**src/rtl/atm_txcp_pkg.sv**
```systemverilog
package atm_txcp_pkg;

   typedef enum logic [1:0] {
      SRC_IDLE = 2'd0,
      SRC_FIFO = 2'd1,
      SRC_OAM  = 2'd2
   } txcp_src_e;

   // One octet of CRC-8, generator x^8+x^2+x+1, octet folded in before the shifts.
   function automatic logic [7:0] crc8_octet(input logic [7:0] acc, input logic [7:0] octet);
      logic [7:0] r;
      r = acc ^ octet;
      for (int i = 0; i < 8; i++) begin
         r = r[7] ? ({r[6:0], 1'b0} ^ 8'h07) : {r[6:0], 1'b0};
      end
      return r;
   endfunction

endpackage

```
**src/rtl/atm_txcp_hec.sv**
```systemverilog
module atm_txcp_hec #(
   parameter logic [7:0] COSET = 8'h55
) (
   input  logic       clk,
   input  logic       rst_n,
   input  logic       first,
   input  logic       step,
   input  logic [7:0] din,
   output logic [7:0] hec_byte
);
   import atm_txcp_pkg::*;

   logic [7:0] acc_q;

   always_ff @(posedge clk) begin
      if (!rst_n) begin
         acc_q <= 8'h00;
      end else if (step) begin
         acc_q <= crc8_octet(first ? 8'h00 : acc_q, din);
      end
   end

   assign hec_byte = acc_q ^ COSET;

endmodule

```
**src/rtl/atm_txcp_scr.sv**
```systemverilog
module atm_txcp_scr #(
   parameter int LAG = 43
) (
   input  logic       clk,
   input  logic       rst_n,
   input  logic       en,
   input  logic [7:0] din,
   output logic [7:0] dout
);
   if (LAG < 9) begin : g_bad_lag
      $error("atm_txcp_scr: LAG must be at least 9");
   end

   logic [LAG-1:0] hist_q;
   logic [LAG-1:0] hist_n;

   always_comb begin
      logic o;
      hist_n = hist_q;
      dout   = '0;
      for (int i = 7; i >= 0; i--) begin
         o       = din[i] ^ hist_n[LAG-1];
         dout[i] = o;
         hist_n  = {hist_n[LAG-2:0], o};
      end
   end

   always_ff @(posedge clk) begin
      if (!rst_n) begin
         hist_q <= '0;
      end else if (en) begin
         hist_q <= hist_n;
      end
   end

endmodule

```
**src/rtl/atm_txcp_oam_buf.sv**
```systemverilog
module atm_txcp_oam_buf #(
   parameter int CELL_LEN = 53,
   parameter int AW       = 6
) (
   input  logic          clk,
   input  logic          rst_n,
   input  logic          wr,
   input  logic [AW-1:0] waddr,
   input  logic [7:0]    wdata,
   input  logic [AW-1:0] raddr,
   output logic [7:0]    rdata
);
   logic [CELL_LEN*8-1:0] flat;

   for (genvar g = 0; g < CELL_LEN; g++) begin : g_ent
      logic [7:0] ent_q;
      always_ff @(posedge clk) begin
         if (!rst_n) begin
            ent_q <= 8'h00;
         end else if (wr && (waddr == AW'(g))) begin
            ent_q <= wdata;
         end
      end
      assign flat[g*8 +: 8] = ent_q;
   end

   always_comb begin
      rdata = 8'h00;
      if (int'(raddr) < CELL_LEN) begin
         rdata = flat[int'(raddr)*8 +: 8];
      end
   end

endmodule

```
**src/rtl/atm_txcp_gfc.sv**
```systemverilog
module atm_txcp_gfc #(
   parameter int GFC_W = 4
) (
   input  logic             clk,
   input  logic             rst_n,
   input  logic             win,
   input  logic             sin,
   output logic [GFC_W-1:0] val
);
   logic [GFC_W-1:0] sr_q;

   always_ff @(posedge clk) begin
      if (!rst_n) begin
         sr_q <= '0;
      end else if (win) begin
         sr_q <= {sr_q[GFC_W-2:0], sin};
      end
   end

   assign val = sr_q;

endmodule

```
**src/rtl/atm_tx_cell_proc.sv**
```systemverilog
module atm_tx_cell_proc #(
   parameter int         CELL_LEN    = 53,
   parameter int         HDR_LEN     = 5,
   parameter int         GFC_W       = 4,
   parameter int         SCR_LAG     = 43,
   parameter bit         SCR_PRESENT = 1'b1,
   parameter logic [7:0] HEC_COSET   = 8'h55,
   localparam int        CW          = $clog2(CELL_LEN)
) (
   input  logic                     clk,
   input  logic                     rst_n,
   input  logic                     fifo_cell_avail,
   input  logic [7:0]               fifo_data,
   output logic                     fifo_rd,
   input  logic                     cfg_hec_en,
   input  logic                     cfg_scr_en,
   input  logic                     cfg_gfc_en,
   input  logic [7:0]               cfg_chk_pattern,
   input  logic [8*(HDR_LEN-1)-1:0] cfg_idle_hdr,
   input  logic [7:0]               cfg_idle_fill,
   input  logic                     oam_wr,
   input  logic [CW-1:0]            oam_addr,
   input  logic [7:0]               oam_wdata,
   input  logic                     oam_send,
   output logic                     gfc_clk,
   output logic                     gfc_msb,
   input  logic                     gfc_in,
   output logic [7:0]               tx_data,
   output logic                     tx_soc,
   output logic                     tx_cell_done,
   output logic                     chk_err
);
   import atm_txcp_pkg::*;

   localparam int LAST      = CELL_LEN - 1;
   localparam int HEC_IDX   = HDR_LEN - 1;
   localparam int GFC_FIRST = CELL_LEN - 1 - GFC_W;
   localparam int GFC_LASTI = CELL_LEN - 2;

   if (HDR_LEN < 2) begin : g_bad_hdr
      $error("atm_tx_cell_proc: HDR_LEN must be at least 2");
   end
   if (GFC_W < 2 || GFC_W > 7) begin : g_bad_gfc
      $error("atm_tx_cell_proc: GFC_W must lie in 2..7");
   end
   if (GFC_FIRST <= HDR_LEN) begin : g_bad_cell
      $error("atm_tx_cell_proc: CELL_LEN too short for header and flow-control window");
   end

   logic [CW-1:0]    cnt_q;
   logic             at_start;
   txcp_src_e        src_q;
   txcp_src_e        src_cur;
   txcp_src_e        src_new;
   logic             oam_pend_q;
   logic [7:0]       oam_rdata;
   logic [7:0]       idle_byte;
   logic [7:0]       raw_byte;
   logic [7:0]       hdr_byte;
   logic [7:0]       hec_byte;
   logic [7:0]       scr_byte;
   logic [7:0]       out_byte;
   logic [GFC_W-1:0] gfc_val;
   logic             in_payload;
   logic             scr_step;
   logic             use_hec;
   logic             chk_mis;
   logic             gfc_win;

   // Cell position counter
   always_ff @(posedge clk) begin
      if (!rst_n) begin
         cnt_q <= '0;
      end else if (cnt_q == CW'(LAST)) begin
         cnt_q <= '0;
      end else begin
         cnt_q <= cnt_q + 1'b1;
      end
   end

   assign at_start   = (cnt_q == '0);
   assign in_payload = (cnt_q > CW'(HEC_IDX));

   // Source arbitration: maintenance cell, then FIFO cell, then idle
   always_comb begin
      if (oam_pend_q) begin
         src_new = SRC_OAM;
      end else if (fifo_cell_avail) begin
         src_new = SRC_FIFO;
      end else begin
         src_new = SRC_IDLE;
      end
   end

   assign src_cur = at_start ? src_new : src_q;

   always_ff @(posedge clk) begin
      if (!rst_n) begin
         src_q      <= SRC_IDLE;
         oam_pend_q <= 1'b0;
      end else begin
         src_q      <= src_cur;
         oam_pend_q <= (oam_pend_q && !at_start) || oam_send;
      end
   end

   assign fifo_rd = rst_n && (src_cur == SRC_FIFO);

   atm_txcp_oam_buf #(
      .CELL_LEN (CELL_LEN),
      .AW       (CW)
   ) u_oam (
      .clk   (clk),
      .rst_n (rst_n),
      .wr    (oam_wr),
      .waddr (oam_addr),
      .wdata (oam_wdata),
      .raddr (cnt_q),
      .rdata (oam_rdata)
   );

   // Idle cell octets
   always_comb begin
      int k;
      k = int'(cnt_q);
      if (k < HEC_IDX) begin
         idle_byte = cfg_idle_hdr[(HEC_IDX-1-k)*8 +: 8];
      end else if (k == HEC_IDX) begin
         idle_byte = 8'h00;
      end else begin
         idle_byte = cfg_idle_fill;
      end
   end

   always_comb begin
      case (src_cur)
         SRC_FIFO: raw_byte = fifo_data;
         SRC_OAM:  raw_byte = oam_rdata;
         default:  raw_byte = idle_byte;
      endcase
   end

   // Serial flow-control capture
   assign gfc_win = (cnt_q >= CW'(GFC_FIRST)) && (cnt_q <= CW'(GFC_LASTI));
   assign gfc_clk = rst_n && gfc_win;
   assign gfc_msb = rst_n && (cnt_q == CW'(GFC_FIRST));

   atm_txcp_gfc #(
      .GFC_W (GFC_W)
   ) u_gfc (
      .clk   (clk),
      .rst_n (rst_n),
      .win   (gfc_win),
      .sin   (gfc_in),
      .val   (gfc_val)
   );

   always_comb begin
      hdr_byte = raw_byte;
      if (at_start && cfg_gfc_en) begin
         hdr_byte = {gfc_val, raw_byte[7-GFC_W:0]};
      end
   end

   atm_txcp_hec #(
      .COSET (HEC_COSET)
   ) u_hec (
      .clk      (clk),
      .rst_n    (rst_n),
      .first    (at_start),
      .step     (cnt_q < CW'(HEC_IDX)),
      .din      (hdr_byte),
      .hec_byte (hec_byte)
   );

   assign scr_step = in_payload && cfg_scr_en;

   if (SCR_PRESENT) begin : g_scr
      atm_txcp_scr #(
         .LAG (SCR_LAG)
      ) u_scr (
         .clk   (clk),
         .rst_n (rst_n),
         .en    (scr_step),
         .din   (hdr_byte),
         .dout  (scr_byte)
      );
   end else begin : g_no_scr
      assign scr_byte = hdr_byte;
   end

   assign use_hec = cfg_hec_en || (src_cur == SRC_IDLE);
   assign chk_mis = (src_cur == SRC_FIFO) && (cnt_q == CW'(HEC_IDX))
                    && (fifo_data != cfg_chk_pattern);

   always_comb begin
      if (cnt_q == CW'(HEC_IDX)) begin
         out_byte = use_hec ? hec_byte : hdr_byte;
      end else if (scr_step) begin
         out_byte = scr_byte;
      end else begin
         out_byte = hdr_byte;
      end
   end

   always_ff @(posedge clk) begin
      if (!rst_n) begin
         tx_data      <= 8'h00;
         tx_soc       <= 1'b0;
         tx_cell_done <= 1'b0;
         chk_err      <= 1'b0;
      end else begin
         tx_data      <= out_byte;
         tx_soc       <= at_start;
         tx_cell_done <= (cnt_q == CW'(LAST));
         chk_err      <= chk_mis;
      end
   end

endmodule

```
**config.mk**
```make
export PLATFORM = sky130hd
export DESIGN_NAME = atm_tx_cell_proc
export DESIGN_NICKNAME = d
export VERILOG_FILES = /design/src/rtl/atm_txcp_pkg.sv /design/src/rtl/atm_txcp_hec.sv /design/src/rtl/atm_txcp_scr.sv /design/src/rtl/atm_txcp_oam_buf.sv /design/src/rtl/atm_txcp_gfc.sv /design/src/rtl/atm_tx_cell_proc.sv
export SDC_FILE = /design/constraint.sdc
export NUM_CORES = 1
export LEC_CHECK = 0
export ABC_CLOCK_PERIOD_IN_PS = 10500
export BUFFER_PORTS_ARGS = -buffer_cell sky130_fd_sc_hd__buf_2
export CAP_MARGIN = 15
export CELL_PAD_IN_SITES_DETAIL_PLACEMENT = 1
export CELL_PAD_IN_SITES_GLOBAL_PLACEMENT = 2
export CORE_MARGIN = 5
export CORE_UTILIZATION = 30
export CTS_BUF_LIST = sky130_fd_sc_hd__clkbuf_8
export CTS_CLUSTER_DIAMETER = 100
export CTS_CLUSTER_SIZE = 40
export DETAILED_ROUTE_END_ITERATION = 6
export GPL_TIMING_DRIVEN = 1
export PLACE_DENSITY = 0.61
export SLEW_MARGIN = 30
export SYNTH_ARGS = -nofsm -noshare
export SYNTH_HDL_FRONTEND = slang
export SYNTH_SLANG_ARGS = --single-unit
```
**constraint.sdc**
```tcl
create_clock -name clk -period 10.5 [get_ports clk]
set_input_delay 1.575 -clock clk [delete_from_list [all_inputs] [get_ports clk]]
set_output_delay 1.575 -clock clk [all_outputs]
set_load 0.005 [all_outputs]
```
==> flow_metrics.py <==
metrics = {
    "outcome": {
        "status": "finished clean",
    },
    "critical_path": {
        "cp_top_family": "flip-flops",
        "crit_path_max_incr_delay_ps": 750,
        "rr_startpoint": "cnt_q[2]",
        "reg2reg_to": "u_hec.acc_q[5]",
        "worstPathArrival_ps": 3920,
        "crit_chain": "inv_2, ha_1, nand3_1, nor3b_1, a21oi_1, inv_1, ha_1, nand2_1, inv_1, buf_2",
        "critPathLaunchType": "flip-flop",
        "crit_required_ps": 8930,
        "critPathMaxFanout": 36,
        "crit_type": "reg -> out",
        "r2r_setup_slack_ps": 5250,
        "crit_buf_inv": 4,
        "slowest_stage": "dfxtp_4",
        "cp-end-kind": "primary output",
        "r2r_cells": 13,
    },
    "timing": {
        "period_minus_slack_ps": 5500,
        "worstMarginPinSlew_ps": 1010,
        "finalMaxSlewViolations": 0,
        "timing.fmax_mhz": 182,
        "fin_setup_tns_ps": 0,
        "slew_headroom": 0.328,
        "clock_skew_ps": 55.2,
        "setup_viol": 0,
        "fin_crit_sh": 0.524,
        "hold_violations": 0,
        "rsz0062_at_grt": "false",
    },
    "cts": {
        "clock-sinks": 499,
        "cts-root-buf": "clkbuf_8",
        "cts_tree": "yes",
        "cts_hold_buf": 0,
        "cts_setup_buffers": 0,
        "clock_path_buffers": 3,
        "clk_latency_ps": 740,
        "clkTransAtPathRegs_ps": 190,
        "cts_resized": 0,
        "cts_made_buffers": 26,
        "htreeDepth": 1,
    },
    "synth": {
        "synthCells": 2592,
        "synth-seq-area-share": 0.430,
        "yosys_register_bits": 499,
        "async_flop_share": 0,
        "ys_warn_count": 0,
        "synth-edff-count": 0,
        "synth-main-ff-cell": "dfxtp_1",
        "synth_fp_nets": 2680,
        "yosysUniqueCellTypes": 85,
        "syn_avg_cell_area_um2": 8.97,
        "netlist_area_mm2": 0.0233,
    },
    "drt": {
        "drt_wl_total_um": 85500,
        "ant_nets": 0,
        "dr.pass1.iters": 5,
        "drt_iter0_drc": 1241,
        "wl_per_cell_um": 23.8,
        "drc": 0,
        "vias": 19100,
        "via_per_inst": 5.32,
    },
    "layout": {
        "drive_gt1_frac": 0.133,
        "regArea_mm2": 0.0100,
        "layout.nets": 2620,
        "final_cells": 3593,
        "fin_area_mm2": 0.0252,
        "nFillCells": 8946,
        "multi_input_area_mm2": 0.0122,
        "area_growth_pct": 8.43,
    },
    "die": {
        "core_area_mm2": 0.0772,
        "fp.dieW_um": 288,
        "start_util": 0.301,
        "die_y_um": 288,
        "design.die.area_mm2": 0.0832,
        "floorplan.io_pins": 93,
        "rows": 102,
    },
    "job": {
        "max-cap-violations": 0,
    },
    "place": {
        "gp_congestion": 0.862,
        "place_area_mm2": 0.0244,
        "place_hpwl_um": 55400,
        "io_buffers": 92,
        "placedCellCount": 3543,
    },
    "power": {
        "p_per_area_mw_per_mm2": 145,
        "leakagePower_nw": 8.49,
        "ir_drop_v": 0.0000954,
    },
    "global_routing": {
        "grtUsageTotal": 0.199,
        "grt_pass1_vias": 19300,
        "antenna_found_initial": 1,
        "grt_overflow": 0,
        "grt_max_degree": 181,
        "grt_first_pass_wirelength_um": 128000,
    },
    "worst_hold_path": {
        "hold_path_depth": 2,
        "hp-start": "g_scr.u_scr.hist_q[33]",
        "hold_path.class": "reg -> reg",
        "holdPathEnd": "g_scr.u_scr.hist_q[41]",
    },
}
## synth_stat cells (all sizes together), types with 15 or more instances
cell type	number	area [µm²]
dfxtp	499	9990
nand3	267	1340
xor2	18	173
a21oi	306	1530
a211oi	20	168
buf	44	347
xnor2	20	183
nor2	258	968
mux4	96	2190
mux2i	233	2330
nand2	424	1590
mux2	15	173
clkbuf	184	694
o21ai	21	105
## layout by cell type (no fill, tap or decap), drive strengths merged, types with 23 or more instances in the layout
master	n
mux4	96
a21oi	306
nor2	258
nand2	424
mux2i	233
clkbuf	27
nand3	267
buf	140
inv	23
dfxtp	499
## final cells by class
class / instances / share of cell area
Multi-Input combinational cell: 1852 / 0.486
Sequential cell: 499 / 0.397
Tap cell: 1040 / 0.0516
Timing Repair Buffer: 140 / 0.0335
Clock inverter: 21 / 0.0156
Clock buffer: 27 / 0.0147
Inverter: 13 / 0.00223
Antenna cell: 1 / 0.0000992
## how the worst max path moves through the flow
stage	startpoint	end	slack, ps	cells past startpoint
5_1_grt	cnt_q[0]	fifo_rd	4630	10
2_1_floorplan	cnt_q[3]	u_hec.acc_q[5]	6200	18
3_5_place_dp	cnt_q[0]	u_hec.acc_q[5]	5270	13
6_report	cnt_q[2]	fifo_rd	5000	10
4_1_cts	cnt_q[0]	fifo_rd	4850	10
3_3_place_gp	cnt_q[0]	u_hec.acc_q[5]	5480	13
## kinds of logic after synthesis
logic type,synth area share
xor+xnor,0.0153
mux,0.202
compound gates,0.112
fa+ha+maj,0.00484
simple gates,0.190
flops,0.430
buf+inv,0.0469
## routing by layer
layer,global-route usage,share of wire
met5,0,0
met2,0.332,0.47
met3,0.0239,0.042
met4,0.0393,0.021
met1,0.280,0.47
## metrics by stage
step                      total power (W)  hold slack, ps  worst slack, ps  utilization
after detailed placement          0.00256             445             5270        0.316
final                             0.00366             456             5000        0.327
after global placement            0.00255             439             5480        0.316
after floorplan                   0.00240             432             6200            -
after CTS                         0.00372             454             4850        0.326
after global routing              0.00382             474             4630        0.327
## report_power, final
part / internal, W / switching (W) / total [W]
sequential: 0.00192 / 0.0000383 / 0.00196
clock: 0.000360 / 0.000777 / 0.00114
combinational: 0.000201 / 0.000362 / 0.000562
## state kept, by name, summed over array words and instances, names as in the netlist
register,count
oam_pend_q,1
chk_err,1
g_scr.u_scr.hist_q,43
tx_soc,1
tx_cell_done,1
cnt_q,6
src_q,2
u_oam.g_ent.ent_q,424
tx_data,8
u_gfc.val,4
u_hec.acc_q,8
## worst reg2reg max path, stage by stage, from the launching register on
cell	delay (ps)
dfxtp_4	750
inv_2	430
ha_1	380
nand3_1	510
nor3b_1	110
a21oi_1	310
ha_1	470
nand2_1	190
a2111oi_1	830
mux2_4	370
a211oi_4	290
xor2_2	240
xor2_1	170
a21oi_1	80
Power figures use the tool's default switching activity.
